$ cat src/rtl/iwin_pkg.sv
package iwin_pkg;
  localparam logic [7:0] OFF_SEL = 8'h00;
  localparam logic [7:0] OFF_WIN = 8'h10;
  localparam logic [7:0] OFF_EOI = 8'h40;
  localparam logic [2:0] WORD_BYTES = 3'd4;

  localparam int SEL_W  = 8;
  localparam int IDX_W  = SEL_W - 1;
  localparam logic [SEL_W-1:0] SEL_ID   = 8'h00;
  localparam logic [SEL_W-1:0] SEL_VER  = 8'h01;
  localparam logic [SEL_W-1:0] SEL_ARB  = 8'h02;
  localparam logic [SEL_W-1:0] SEL_TBL  = 8'h10;

  localparam int ID_W   = 4;
  localparam int ID_LSB = 24;

  // entry bit positions used by behaviour
  localparam int B_DSTAT = 12;
  localparam int B_RIRR  = 14;
  localparam int B_TRIG  = 15;
  localparam int B_MASK  = 16;

  localparam logic [63:0] RW_MASK  = 64'hFFFF_0000_0001_AFFF;
  localparam logic [63:0] RO_MASK  = 64'h0000_0000_0000_5000;
  localparam logic [63:0] ENT_RST  = 64'h0000_0000_0001_0000;

  typedef enum logic [1:0] {TGT_NONE, TGT_SEL, TGT_WIN, TGT_EOI} tgt_e;
endpackage

$ cat src/rtl/iwin_decode.sv
module iwin_decode
  import iwin_pkg::*;
#(
  parameter int ADDR_W = 12
) (
  input  logic [ADDR_W-1:0] addr,
  input  logic [2:0]        size,
  output tgt_e              tgt,
  output logic              size_ok
);
  logic [7:0] off;
  logic       unused_hi;

  assign off       = addr[7:0];
  assign unused_hi = ^addr;
  assign size_ok   = (size == WORD_BYTES);

  always_comb begin
    unique case (off)
      OFF_SEL: tgt = TGT_SEL;
      OFF_WIN: tgt = TGT_WIN;
      OFF_EOI: tgt = TGT_EOI;
      default: tgt = TGT_NONE;
    endcase
  end
endmodule

$ cat src/rtl/iwin_entry.sv
module iwin_entry
  import iwin_pkg::*;
(
  input  logic        clk,
  input  logic        rst_n,
  input  logic        wr_lo,
  input  logic        wr_hi,
  input  logic [31:0] wdata,
  input  logic        rirr_set,
  input  logic        rirr_clr,
  input  logic        pend,
  output logic [63:0] entry_o
);
  logic [63:0] ent_q, ent_d, merged;
  logic        wr_any, en;

  assign wr_any = wr_lo | wr_hi;

  always_comb begin
    merged = ent_q;
    if (wr_lo) merged[31:0]  = wdata;
    if (wr_hi) merged[63:32] = wdata;
    ent_d = ent_q;
    if (wr_any) ent_d = (merged & RW_MASK) | (ent_q & RO_MASK);
    if (wr_any && !ent_d[B_TRIG]) ent_d[B_RIRR] = 1'b0;
    else if (rirr_set)            ent_d[B_RIRR] = 1'b1;
    else if (rirr_clr)            ent_d[B_RIRR] = 1'b0;
    ent_d[B_DSTAT] = pend;
    en = wr_any | rirr_set | rirr_clr | (pend != ent_q[B_DSTAT]);
  end

  always_ff @(posedge clk or negedge rst_n) begin
    if (!rst_n)  ent_q <= ENT_RST;
    else if (en) ent_q <= ent_d;
  end

  assign entry_o = ent_q;

  assert_rsvd_zero_R6: assert property (@(posedge clk) disable iff (!rst_n)
    ent_q[47:17] == '0);

  assert_edge_rirr_R7: assert property (@(posedge clk) disable iff (!rst_n)
    wr_any |=> !(!ent_q[B_TRIG] && ent_q[B_RIRR]));
endmodule

$ cat src/rtl/iwin_rdmux.sv
module iwin_rdmux
  import iwin_pkg::*;
#(
  parameter int          NUM_PINS = 24,
  parameter logic [31:0] VER_WORD = 32'h0017_0011
) (
  input  tgt_e              tgt,
  input  logic              size_ok,
  input  logic [SEL_W-1:0]  sel_q,
  input  logic [ID_W-1:0]   id_q,
  input  logic              tbl_hit,
  input  logic [IDX_W-1:0]  idx,
  input  logic              hi,
  input  logic [63:0]       ent_i [NUM_PINS],
  output logic [31:0]       rdata
);
  logic [63:0] pick;

  always_comb begin
    pick = '0;
    for (int i = 0; i < NUM_PINS; i++) begin
      if (idx == IDX_W'(i)) pick = ent_i[i];
    end
  end

  always_comb begin
    rdata = '0;
    unique case (tgt)
      TGT_SEL: rdata = 32'(sel_q);
      TGT_WIN: begin
        if (size_ok) begin
          if (sel_q == SEL_ID || sel_q == SEL_ARB) rdata[ID_LSB +: ID_W] = id_q;
          else if (sel_q == SEL_VER)               rdata = VER_WORD;
          else if (tbl_hit)                        rdata = hi ? pick[63:32] : pick[31:0];
        end
      end
      default: rdata = '0;
    endcase
  end
endmodule

$ cat src/rtl/irq_window_ctrl.sv
module irq_window_ctrl
  import iwin_pkg::*;
#(
  parameter int         ADDR_W   = 12,
  parameter int         NUM_PINS = 24,
  parameter logic [7:0] VERSION  = 8'h11
) (
  input  logic                   clk,
  input  logic                   rst_n,
  input  logic [ADDR_W-1:0]      bus_addr,
  input  logic                   bus_wr,
  input  logic [31:0]            bus_wdata,
  input  logic [2:0]             bus_size,
  output logic [31:0]            bus_rdata,
  input  logic [NUM_PINS-1:0]    svc_rirr_set,
  input  logic [NUM_PINS-1:0]    svc_rirr_clr,
  input  logic [NUM_PINS-1:0]    svc_pending,
  output logic [64*NUM_PINS-1:0] entries_o,
  output logic                   eoi_valid,
  output logic [7:0]             eoi_vector,
  output logic                   service_req
);
  localparam logic [31:0] VER_WORD = {8'h00, 8'(NUM_PINS - 1), 8'h00, VERSION};

  tgt_e              tgt;
  logic              size_ok, win_wr;
  logic [SEL_W-1:0]  sel_q, sel_d, rel;
  logic              sel_en;
  logic [ID_W-1:0]   id_q, id_d;
  logic              id_en;
  logic [IDX_W-1:0]  idx;
  logic              hi, tbl_hit, unused_rel0;
  logic [NUM_PINS-1:0] wr_lo, wr_hi;
  logic [63:0]       ent [NUM_PINS];
  logic              svc_q, svc_d;

  iwin_decode #(.ADDR_W(ADDR_W)) u_dec (
    .addr(bus_addr), .size(bus_size), .tgt(tgt), .size_ok(size_ok)
  );

  // select and identifier next state
  assign win_wr      = bus_wr && (tgt == TGT_WIN) && size_ok;
  assign sel_en      = bus_wr && (tgt == TGT_SEL);
  assign sel_d       = bus_wdata[SEL_W-1:0];
  assign id_en       = win_wr && (sel_q == SEL_ID);
  assign id_d        = bus_wdata[ID_LSB +: ID_W];
  assign rel         = sel_q - SEL_TBL;
  assign idx         = rel[SEL_W-1:1];
  assign unused_rel0 = rel[0];
  assign hi          = sel_q[0];
  assign tbl_hit     = (sel_q >= SEL_TBL) && (32'(idx) < NUM_PINS);

  always_ff @(posedge clk or negedge rst_n) begin
    if (!rst_n) begin
      sel_q <= '0;
      id_q  <= '0;
    end else begin
      if (sel_en) sel_q <= sel_d;
      if (id_en)  id_q  <= id_d;
    end
  end

  for (genvar g = 0; g < NUM_PINS; g++) begin : g_ent
    assign wr_lo[g] = win_wr && tbl_hit && (idx == IDX_W'(g)) && !hi;
    assign wr_hi[g] = win_wr && tbl_hit && (idx == IDX_W'(g)) &&  hi;
    iwin_entry u_ent (
      .clk(clk), .rst_n(rst_n), .wr_lo(wr_lo[g]), .wr_hi(wr_hi[g]),
      .wdata(bus_wdata), .rirr_set(svc_rirr_set[g]), .rirr_clr(svc_rirr_clr[g]),
      .pend(svc_pending[g]), .entry_o(ent[g])
    );
    assign entries_o[64*g +: 64] = ent[g];
  end

  // service request pulse
  assign svc_d = |(wr_lo | wr_hi);
  always_ff @(posedge clk or negedge rst_n) begin
    if (!rst_n) svc_q <= 1'b0;
    else        svc_q <= svc_d;
  end
  assign service_req = svc_q;

  iwin_rdmux #(.NUM_PINS(NUM_PINS), .VER_WORD(VER_WORD)) u_rd (
    .tgt(tgt), .size_ok(size_ok), .sel_q(sel_q), .id_q(id_q),
    .tbl_hit(tbl_hit), .idx(idx), .hi(hi), .ent_i(ent), .rdata(bus_rdata)
  );

  // end-of-interrupt path exists only in the newer version
  if (VERSION == 8'h20) begin : g_eoi
    logic       eoi_q, eoi_d, vec_en;
    logic [7:0] vec_q;
    assign eoi_d  = bus_wr && (tgt == TGT_EOI) && size_ok;
    assign vec_en = eoi_d;
    always_ff @(posedge clk or negedge rst_n) begin
      if (!rst_n) begin
        eoi_q <= 1'b0;
        vec_q <= '0;
      end else begin
        eoi_q <= eoi_d;
        if (vec_en) vec_q <= bus_wdata[7:0];
      end
    end
    assign eoi_valid  = eoi_q;
    assign eoi_vector = vec_q;

    assert_eoi_src_R9: assert property (@(posedge clk) disable iff (!rst_n)
      eoi_valid |-> $past(bus_wr && tgt == TGT_EOI && bus_size == 3'd4));
  end else begin : g_no_eoi
    assign eoi_valid  = 1'b0;
    assign eoi_vector = 8'h00;
  end

  assert_svc_src_R8: assert property (@(posedge clk) disable iff (!rst_n)
    service_req |-> $past(bus_wr && tgt == TGT_WIN && tbl_hit));

  assert_oob_quiet_R5: assert property (@(posedge clk) disable iff (!rst_n)
    (bus_wr && sel_q >= SEL_TBL && !tbl_hit && !(|(wr_lo | wr_hi))) |=> !service_req);

  assert_sel_hold_R1: assert property (@(posedge clk) disable iff (!rst_n)
    (!bus_wr || tgt != TGT_SEL) |=> $stable(sel_q));
endmodule

$ cat config.mk
export PLATFORM = sky130hd
export DESIGN_NAME = irq_window_ctrl
export DESIGN_NICKNAME = d
export VERILOG_FILES = /design/src/rtl/iwin_pkg.sv /design/src/rtl/iwin_decode.sv /design/src/rtl/iwin_entry.sv /design/src/rtl/iwin_rdmux.sv /design/src/rtl/irq_window_ctrl.sv
export SDC_FILE = /design/constraint.sdc
export NUM_CORES = 1
export LEC_CHECK = 0
export BUFFER_PORTS_ARGS = -buffer_cell sky130_fd_sc_hd__buf_2
export CORE_AREA = 2 2 653 655
export DETAILED_ROUTE_END_ITERATION = 12
export DIE_AREA = 0 0 655 657
export GPL_TIMING_DRIVEN = 0
export PLACE_DENSITY = 0.35
export SLEW_MARGIN = 20
export SYNTH_ARGS = -nofsm -noshare
export SYNTH_HDL_FRONTEND = slang
export SYNTH_SLANG_ARGS = --single-unit
$ cat constraint.sdc
create_clock -name clk -period 6.9 [get_ports clk]
set_clock_uncertainty 0.2 [all_clocks]
set_input_delay 0.345 -clock clk [delete_from_list [all_inputs] [get_ports clk]]
set_output_delay 0.345 -clock clk [all_outputs]
set_load 0.01 [all_outputs]
==> results of run 1 <==
==> cell families after synthesis <==
group	count (synthesis)
AO/OA/AOI/OAI	671
XOR/XNOR	3
adder cells (fa/ha/maj)	4
buffers and inverters	1041
flip-flops	805
multiplexers	803
other	1
AND/OR/NAND/NOR	478
==> how the worst min path moves through the flow <==
stage	from	to	slack [ns]	cells past startpoint
finish	svc_pending[12]	g_ent[12].u_ent.entry_o[12]	0.04	2
global route	bus_wdata[27]	g_ent[17].u_ent.entry_o[59]	0.01	2
CTS	svc_pending[12]	g_ent[12].u_ent.entry_o[12]	0.0006	2
detailed placement	rst_n	g_ent[1].u_ent.entry_o[12]	0.14	1
global placement	svc_pending[10]	g_ent[10].u_ent.entry_o[12]	0.24	1
floorplan	rst_n	async pin	-0.15	0
==> synthesized netlist by cell type (all sizes together), types with 12 or more instances <==
master / n
nand2: 179
nand3: 47
clkbuf: 175
a31oi: 23
mux2: 770
dfrtp: 781
a222oi: 15
nor3: 30
o22ai: 26
o221ai: 17
o22a: 18
a221oi: 57
a21oi: 134
dfstp: 24
o211ai: 12
o21ai: 125
inv: 21
a22oi: 93
a211oi: 25
a221o: 19
buf: 844
nand4: 16
mux2i: 30
nor2b: 24
nor2: 126
a22o: 26
==> placed cells by master (no fill, tap or decap), types with 55 or more instances in the layout <==
master,instances
sky130_fd_sc_hd__o21ai_0,117
sky130_fd_sc_hd__nand2_1,154
sky130_fd_sc_hd__a221oi_1,55
sky130_fd_sc_hd__buf_4,795
sky130_fd_sc_hd__diode_2,56
sky130_fd_sc_hd__clkbuf_16,99
sky130_fd_sc_hd__a22oi_1,89
sky130_fd_sc_hd__nor2_1,97
sky130_fd_sc_hd__clkbuf_2,72
sky130_fd_sc_hd__a21oi_1,120
sky130_fd_sc_hd__conb_1,753
sky130_fd_sc_hd__clkbuf_1,113
sky130_fd_sc_hd__buf_2,968
sky130_fd_sc_hd__dfrtp_1,781
sky130_fd_sc_hd__mux2_2,704
sky130_fd_sc_hd__dlygate4sd3_1,107
==> per-stage QoR <==
step	instance area [um^2]	setup slack [ns]	hold WS, ns
after floorplan	46200	2.83	-0.151
after global placement	57800	-14.52	0.244
after detailed placement	60400	-1.61	0.141
after CTS	65300	0.0119	0.000582
after global routing	65500	0.00314	0.0134
final	65600	-0.0307	0.0444
==> repair_timing <==
action                     CTS  global route
buffers inserted            13             4
resized for setup           69            20
setup endpoints to repair   61            16
hold endpoints to repair   406             0
hold buffers               108             0
pin swaps                   10             4
==> worst register-to-register path, cell delays in order (launching register included) <==
cell and delay (ns):
sky130_fd_sc_hd__dfrtp_1 0.48, sky130_fd_sc_hd__clkbuf_2 0.30, sky130_fd_sc_hd__buf_2 0.32, sky130_fd_sc_hd__buf_16 0.21
sky130_fd_sc_hd__clkinvlp_4 0.19, sky130_fd_sc_hd__ha_1 0.24, sky130_fd_sc_hd__clkbuf_1 0.23, sky130_fd_sc_hd__or4_4 0.59
sky130_fd_sc_hd__a21oi_4 0.35, sky130_fd_sc_hd__and3_1 0.22, sky130_fd_sc_hd__buf_4 0.27, sky130_fd_sc_hd__nand2_2 0.49
sky130_fd_sc_hd__nor2_1 1.02, sky130_fd_sc_hd__buf_4 0.49, sky130_fd_sc_hd__mux2_2 0.39
==> layer usage <==
| layer | wire length (um) | GRT usage | vias up | share of wire |
|---|---|---|---|---|
| met3 | 44800 | 0.0766 | 644 | 0.11 |
| met2 | 204000 | 0.321 | 2485 | 0.49 |
| met1 | 134000 | 0.179 | 21072 | 0.32 |
| met4 | 35200 | 0.131 | 20 | 0.084 |
| met5 | 125 | 0 | - | 0.00030 |
| li1 | - | - | 16228 | - |
==> layout make-up <==
| class | instances | area, um^2 | area share |
|---|---|---|---|
| sequential | 805 | 20200 | 0.308 |
| multi-input combinational | 2712 | 19700 | 0.300 |
| timing repair buffer | 1143 | 7930 | 0.121 |
| tap | 5663 | 7090 | 0.108 |
| buffer | 1015 | 7010 | 0.107 |
| clock buffer | 149 | 2940 | 0.0447 |
| clock inverter | 38 | 524 | 0.00799 |
| antenna | 56 | 140 | 0.00214 |
| inverter | 22 | 86.3 | 0.00132 |
==> power groups by stage <==
stage / Clock (mW) / Combinational, mW / Sequential [mW]
floorplan: 0 / 0.737 / 4.85
global placement: 0 / 1.46 / 4.88
detailed placement: 0 / 1.57 / 4.88
CTS: 5.82 / 1.64 / 4.79
global route: 5.97 / 1.74 / 4.79
finish: 5.73 / 1.67 / 4.79
==> results.toml, run 1 <==
[sta]
fin_crit_ns = 6.93
timing_worst_slew_pin_value_ns = 1.31
setup_violations = 1
grt_setup_unrepaired = "no"
period_share = 1.00
final_hold_viol_count = 0
totalNegativeSetupSlack_ns = -0.0307
slew_headroom = 0.126
fmaxAchievable_mhz = 144
finalMaxSlewViolations = 0
finalWorstSetupSlack_ns = -0.0307

[die]
die_width_um = 655
ios = 1700
num_rows = 239
core_area_um2 = 423000
die_h_um = 657
die_outline_area_um2 = 430000
starting_utilization_of_the_core_area = 0.103

[cts]
tritoncts.num_buffers = 99
clock_tree.buffer_depth = 3
insertion_delay_ns = 0.81
cts_tree = "built"
clk_transition_reported_paths_ns = 0.06
depth_of_the_cts_h_tree = 3
cts_root_buf = "sky130_fd_sc_hd__clkbuf_16"
clkSinkCount = 805

[synthesis]
synth-xor-area-share = 0.000606
synth.ff_latch_count = 805
ys_warn_count = 0
syn_area_per_cell_um2 = 11.4
share_of_the_synthesized_area_in_compound_gates_ao_oa_aoi_oai = 0.107
synth.top_cells.by_area = "sky130_fd_sc_hd__dfrtp_1 (45%), sky130_fd_sc_hd__mux2_2 (18%), sky130_fd_sc_hd__buf_4 (13%), sky130_fd_sc_hd__mux2_4 (1.7%), sky130_fd_sc_hd__a22oi_1 (1.6%)"
synth_top_family_by_area = "multiplexers"
postSynth.asyncResetShare = 1.00
synthDominantAreaCellType = "sky130_fd_sc_hd__dfrtp_1"
yosys_most_used_dff = "sky130_fd_sc_hd__dfrtp_1"
synth_enable_flop_cells = 0
synth-simple-area-share = 0.0530
synth_adder_area_share = 0.00115
yosysTopAreaCellShare = 0.451
synth_seq_area_share = 0.465
post_synthesis_mux_area_share = 0.213
post_synth_inst_count = 3806
syn_area_um2 = 43400
post_synth_num_cell_types = 82

[hold_path]
hold_class = "primary input to flop"

[critical_path]
endpoint_kind = "output pin"
crit_path_start = "sel_q[2]"
timing.critical_path.slowest_stage_cell = "sky130_fd_sc_hd__buf_1"
cpMostUsedCell = "sky130_fd_sc_hd__buf_2"
worst_setup_path_start_kind = "flop"
timing.setup.critical_path_class = "flop to output pin"
critical_path_buf_inv_count = 6
slowest_delay_ns = 0.86
crit-reg2reg-capture = "g_ent[5].u_ent.entry_o[58]"
ff2ff_setup_slack_ns = 0.74
crit_chain = "buf_2 > buf_2 > buf_2 > buf_1 > clkbuf_2 > o22ai_1 > o21ai_0 > a221oi_1 > a211oi_2 > o21ai_0 > a31oi_1 > buf_2"
worstPathArrival_ns = 6.39
timing.rr.start = "sel_q[4]"
critical_path.top_delay_family = "buffers and inverters"
crit_end = "bus_rdata[13]"
cp_num_cells = 12
max_fo_critical_path = 10
timing.reg2reg.worst_path_depth = 14
critPathRequiredTime_ns = 6.36

[routing]
drc_errors = 0
final_wl_um = 418000
avgRoutedWirePerCell_um = 36.0
drt-initial-drc-count = 3703
routed_via_density = 3.49
vias = 40449
drt.antenna.violating_nets = 0
detailedRoute.firstPassIterationCount = 6

[placed_design]
post-place-cells = 11238
port-buffer-count = 915
gp_routability_congestion = 0.908
dp_hpwl_um = 355000

[status]
violated_checks = "negative setup slack"
result_of_the_run = "complete, but fails checks"

[global_route]
grt_pass1_vias = 38487
global_route.overflow_total = 0
grt_max_degree = 130
grt_first_pass_wirelength_um = 504000
gr-usage-all-layers = 0.186
antenna_found_initial = 75

[power_and_ir_drop]
total_switching_power_mw = 3.75
switching_share = 0.308
power-per-cell-area_nw_per_um2 = 186
share_comb_of_total_power = 0.137
clock_power_share = 0.470
register_share_of_total_power = 0.393
p_int_mw = 8.44
p_leak_nw = 33.4
power.ir.vdd_worst_uv = 208
finalPower_mw = 12.2

[layout]
flow.area_growth_from_synthesis_pct = 51.3
num-nets-final = 5924
final_util = 0.155
layout_filler_cell_count = 47728
final-instance-count-excl-fill = 11603
drive_gt1_frac = 0.515

[flow_run]
cap_viol_max_count = 0
(Power assumes the default switching activity.)
==> run 2, diff against run 1 <==
--- a/config.mk
+++ b/config.mk
@@ -5,12 +5,13 @@
 export SDC_FILE = /design/constraint.sdc
 export NUM_CORES = 1
 export LEC_CHECK = 0
+export ABC_AREA = 1
 export BUFFER_PORTS_ARGS = -buffer_cell sky130_fd_sc_hd__buf_2
-export CORE_AREA = 2 2 653 655
+export CORE_AREA = 2 2 656 658
 export DETAILED_ROUTE_END_ITERATION = 12
-export DIE_AREA = 0 0 655 657
+export DIE_AREA = 0 0 658 660
 export GPL_TIMING_DRIVEN = 0
-export PLACE_DENSITY = 0.35
+export PLACE_DENSITY = 0.34
 export SLEW_MARGIN = 20
 export SYNTH_ARGS = -nofsm -noshare
 export SYNTH_HDL_FRONTEND = slang
==> run 2 against run 1 <==
The flow now finishes without violations. Clock-buffer cell count increased by 16. Largest power group unchanged. Clock power increased by 2%. Final cell count increased by 11%.
==> results.toml, run 2 <==
[status]
result_of_the_run = "completed"

[cts]
cts_tree = "built"
cts_root_buf = "sky130_fd_sc_hd__clkbuf_16"
clk_transition_reported_paths_ns = 0.06
clkSinkCount = 805
clock_tree.buffer_depth = 4
insertion_delay_ns = 0.90
tritoncts.num_buffers = 109
depth_of_the_cts_h_tree = 3

[die]
starting_utilization_of_the_core_area = 0.0965
die_width_um = 658
die_h_um = 660
ios = 1700
num_rows = 240
die_outline_area_um2 = 434000
core_area_um2 = 427000

[synthesis]
yosysTopAreaCellShare = 0.474
synthTopCellsByCount = "sky130_fd_sc_hd__nand2_1 (1,430), sky130_fd_sc_hd__dfrtp_1 (781), sky130_fd_sc_hd__buf_4 (755), sky130_fd_sc_hd__o21ai_0 (755), sky130_fd_sc_hd__clkbuf_1 (269)"
synth.ff_latch_count = 805
synth_enable_flop_cells = 0
post-synth-top-count-cell = "sky130_fd_sc_hd__nand2_1"
post_synth_num_cell_types = 36
syn_area_per_cell_um2 = 8.11
synthDominantAreaCellType = "sky130_fd_sc_hd__dfrtp_1"
ys_warn_count = 0
synth_seq_area_share = 0.490
postSynth.asyncResetShare = 1.00
post_synth_inst_count = 5076
yosys_most_used_dff = "sky130_fd_sc_hd__dfrtp_1"
syn_area_um2 = 41200
synth.top_cells.by_area = "sky130_fd_sc_hd__dfrtp_1 (47%), sky130_fd_sc_hd__buf_4 (14%), sky130_fd_sc_hd__nand2_1 (13%), sky130_fd_sc_hd__o21ai_0 (9.2%), sky130_fd_sc_hd__clkbuf_1 (2.5%)"

[critical_path]
critPathRequiredTime_ns = 6.36
worstPathArrival_ns = 6.29
endpoint_kind = "output pin"
crit_path_start = "sel_q[4]"
max_fo_critical_path = 10
timing.rr.start = "sel_q[4]"
worst_setup_path_start_kind = "flop"
timing.setup.critical_path_class = "flop to output pin"
timing.reg2reg.worst_path_depth = 17

[power_and_ir_drop]
power.ir.vdd_worst_uv = 242
finalPower_mw = 11.8
power-per-cell-area_nw_per_um2 = 192
p_leak_nw = 30.6

[global_route]
global_route.overflow_total = 0
gr-usage-all-layers = 0.162
grt_first_pass_wirelength_um = 457000
grt_pass1_vias = 39575
antenna_found_initial = 77
grt_max_degree = 113

[routing]
drt.antenna.violating_nets = 0
final_wl_um = 368000
vias = 42234
routed_via_density = 3.29
detailedRoute.firstPassIterationCount = 6
avgRoutedWirePerCell_um = 28.6
drc_errors = 0
drt-initial-drc-count = 3719

[sta]
slew_headroom = 0.178
finalMaxSlewViolations = 0
timing_worst_slew_pin_value_ns = 1.23
fmaxAchievable_mhz = 146
period_share = 0.991
setup_violations = 0
fin_crit_ns = 6.84
whs_ns = 0.0868
grt_setup_unrepaired = "no"
final_hold_viol_count = 0

[hold_path]
hold_class = "primary input to flop"
worstHoldPathCells = 3
worstHoldStart = "svc_rirr_clr[15]"

[placed_design]
gp_routability_congestion = 0.881
port-buffer-count = 916
dp_hpwl_um = 313000

[layout]
num-nets-final = 7157
most-common-layout-cells = "sky130_fd_sc_hd__nand2_1 (1,428), sky130_fd_sc_hd__buf_2 (960), sky130_fd_sc_hd__dfrtp_1 (781)"
layout.cells.most_common = "sky130_fd_sc_hd__nand2_1"
flow.area_growth_from_synthesis_pct = 50.0
drive_gt1_frac = 0.300

[flow_run]
cap_viol_max_count = 0
==> run 2: timing repair <==
| item | in CTS | in global routing |
|---|---|---|
| hold buffers | 137 | 0 |
| gates cloned | 0 | 0 |
| buffers inserted | 3 | 0 |
| resized for setup | 36 | 4 |
| endpoints found under the hold margin | 446 | 0 |
| pin swaps | 3 | 0 |
| setup endpoints to repair | 29 | 4 |
==> run 2: per-stage QoR <==
| step | utilization | area (um^2) | setup TNS (ns) | cells | setup WS, ns |
|---|---|---|---|---|---|
| 4_1_cts | 0.145 | 61700 | 0 | 12802 | 0.0100 |
| 2_1_floorplan | - | 44000 | 0 | 5828 | 3.82 |
| 5_1_grt | 0.145 | 61700 | 0 | 12813 | 0.0113 |
| 3_5_place_dp | 0.133 | 56700 | -0.273 | 12467 | -0.192 |
| 3_3_place_gp | 0.131 | 55700 | - | 12431 | -15.58 |
| 6_report | 0.145 | 61800 | 0 | 12841 | 0.0601 |
==> run 2: worst paths after layout <==
path | to | slack, ns
hold / removal | g_ent[15].u_ent.entry_o[14] | 0.09
setup reg to reg | g_ent[10].u_ent.entry_o[14] | 1.81
min in group asynchronous | g_ent[4].u_ent.entry_o[54] | 0.39
hold reg to reg | g_ent[10].u_ent.entry_o[16] | 0.29
setup / recovery | bus_rdata[3] | 0.06
max in group asynchronous | async pin | 3.72
==> run 2: routing by layer <==
metal  track usage  vias to the layer above  routed length (um)
li1              -                    18862                   -
met1         0.186                    21082              141000
met2         0.288                     1876              184000
met3        0.0396                      392               25900
met4        0.0616                       22               15800
met5             0                        -                 126
==> run 2: logic make-up (layout without fill, tap and decap cells) <==
family	Yosys count	in the layout	synth area share
DFF	805	805	0.490
adders and majority gates	4	4	0.00122
AOI/OAI and AO/OA	980	980	0.122
and+or+nand+nor	1988	1988	0.198
other	1	792	0.0000910
buffers and inverters	1298	2585	0.189
==> run 2: power breakdown <==
part / internal, mW / switching [mW]
Combinational: 0.440 / 0.765
Sequential: 4.74 / 0.0271
Clock: 3.24 / 2.63
==> run 2: cell type report <==
type | count | area (um^2)
sequential | 805 | 20200
clock buffer | 165 | 3130
inverter | 221 | 833
fill | 49346 | 365000
tap | 5687 | 7120
multi-input combinational | 3725 | 16200
clock inverter | 30 | 330
buffer | 1077 | 7060
timing repair buffer | 1092 | 6800
antenna | 39 | 97.6
==> run 2: critical path, stage by stage (launching register included) <==
cell                       delay [ns]
sky130_fd_sc_hd__dfrtp_1         0.32
sky130_fd_sc_hd__buf_4           0.24
sky130_fd_sc_hd__inv_2           0.09
sky130_fd_sc_hd__ha_1            0.33
sky130_fd_sc_hd__nand3_2         0.13
sky130_fd_sc_hd__nor2_8          0.09
sky130_fd_sc_hd__nand2_1         0.37
sky130_fd_sc_hd__inv_1           0.22
sky130_fd_sc_hd__clkbuf_1        0.49
sky130_fd_sc_hd__a21oi_1         0.52
sky130_fd_sc_hd__nand3_1         0.17
sky130_fd_sc_hd__o21ai_1         0.25
sky130_fd_sc_hd__nand4_1         0.19
sky130_fd_sc_hd__nor2_2          0.37
sky130_fd_sc_hd__nand4_1         0.23
sky130_fd_sc_hd__o21ai_1         0.21
sky130_fd_sc_hd__nand4_1         0.36
sky130_fd_sc_hd__nor2_1          0.38
sky130_fd_sc_hd__nand2_1         0.12
sky130_fd_sc_hd__nand2_1         0.08
sky130_fd_sc_hd__nand2_1         0.07
sky130_fd_sc_hd__buf_2           0.15
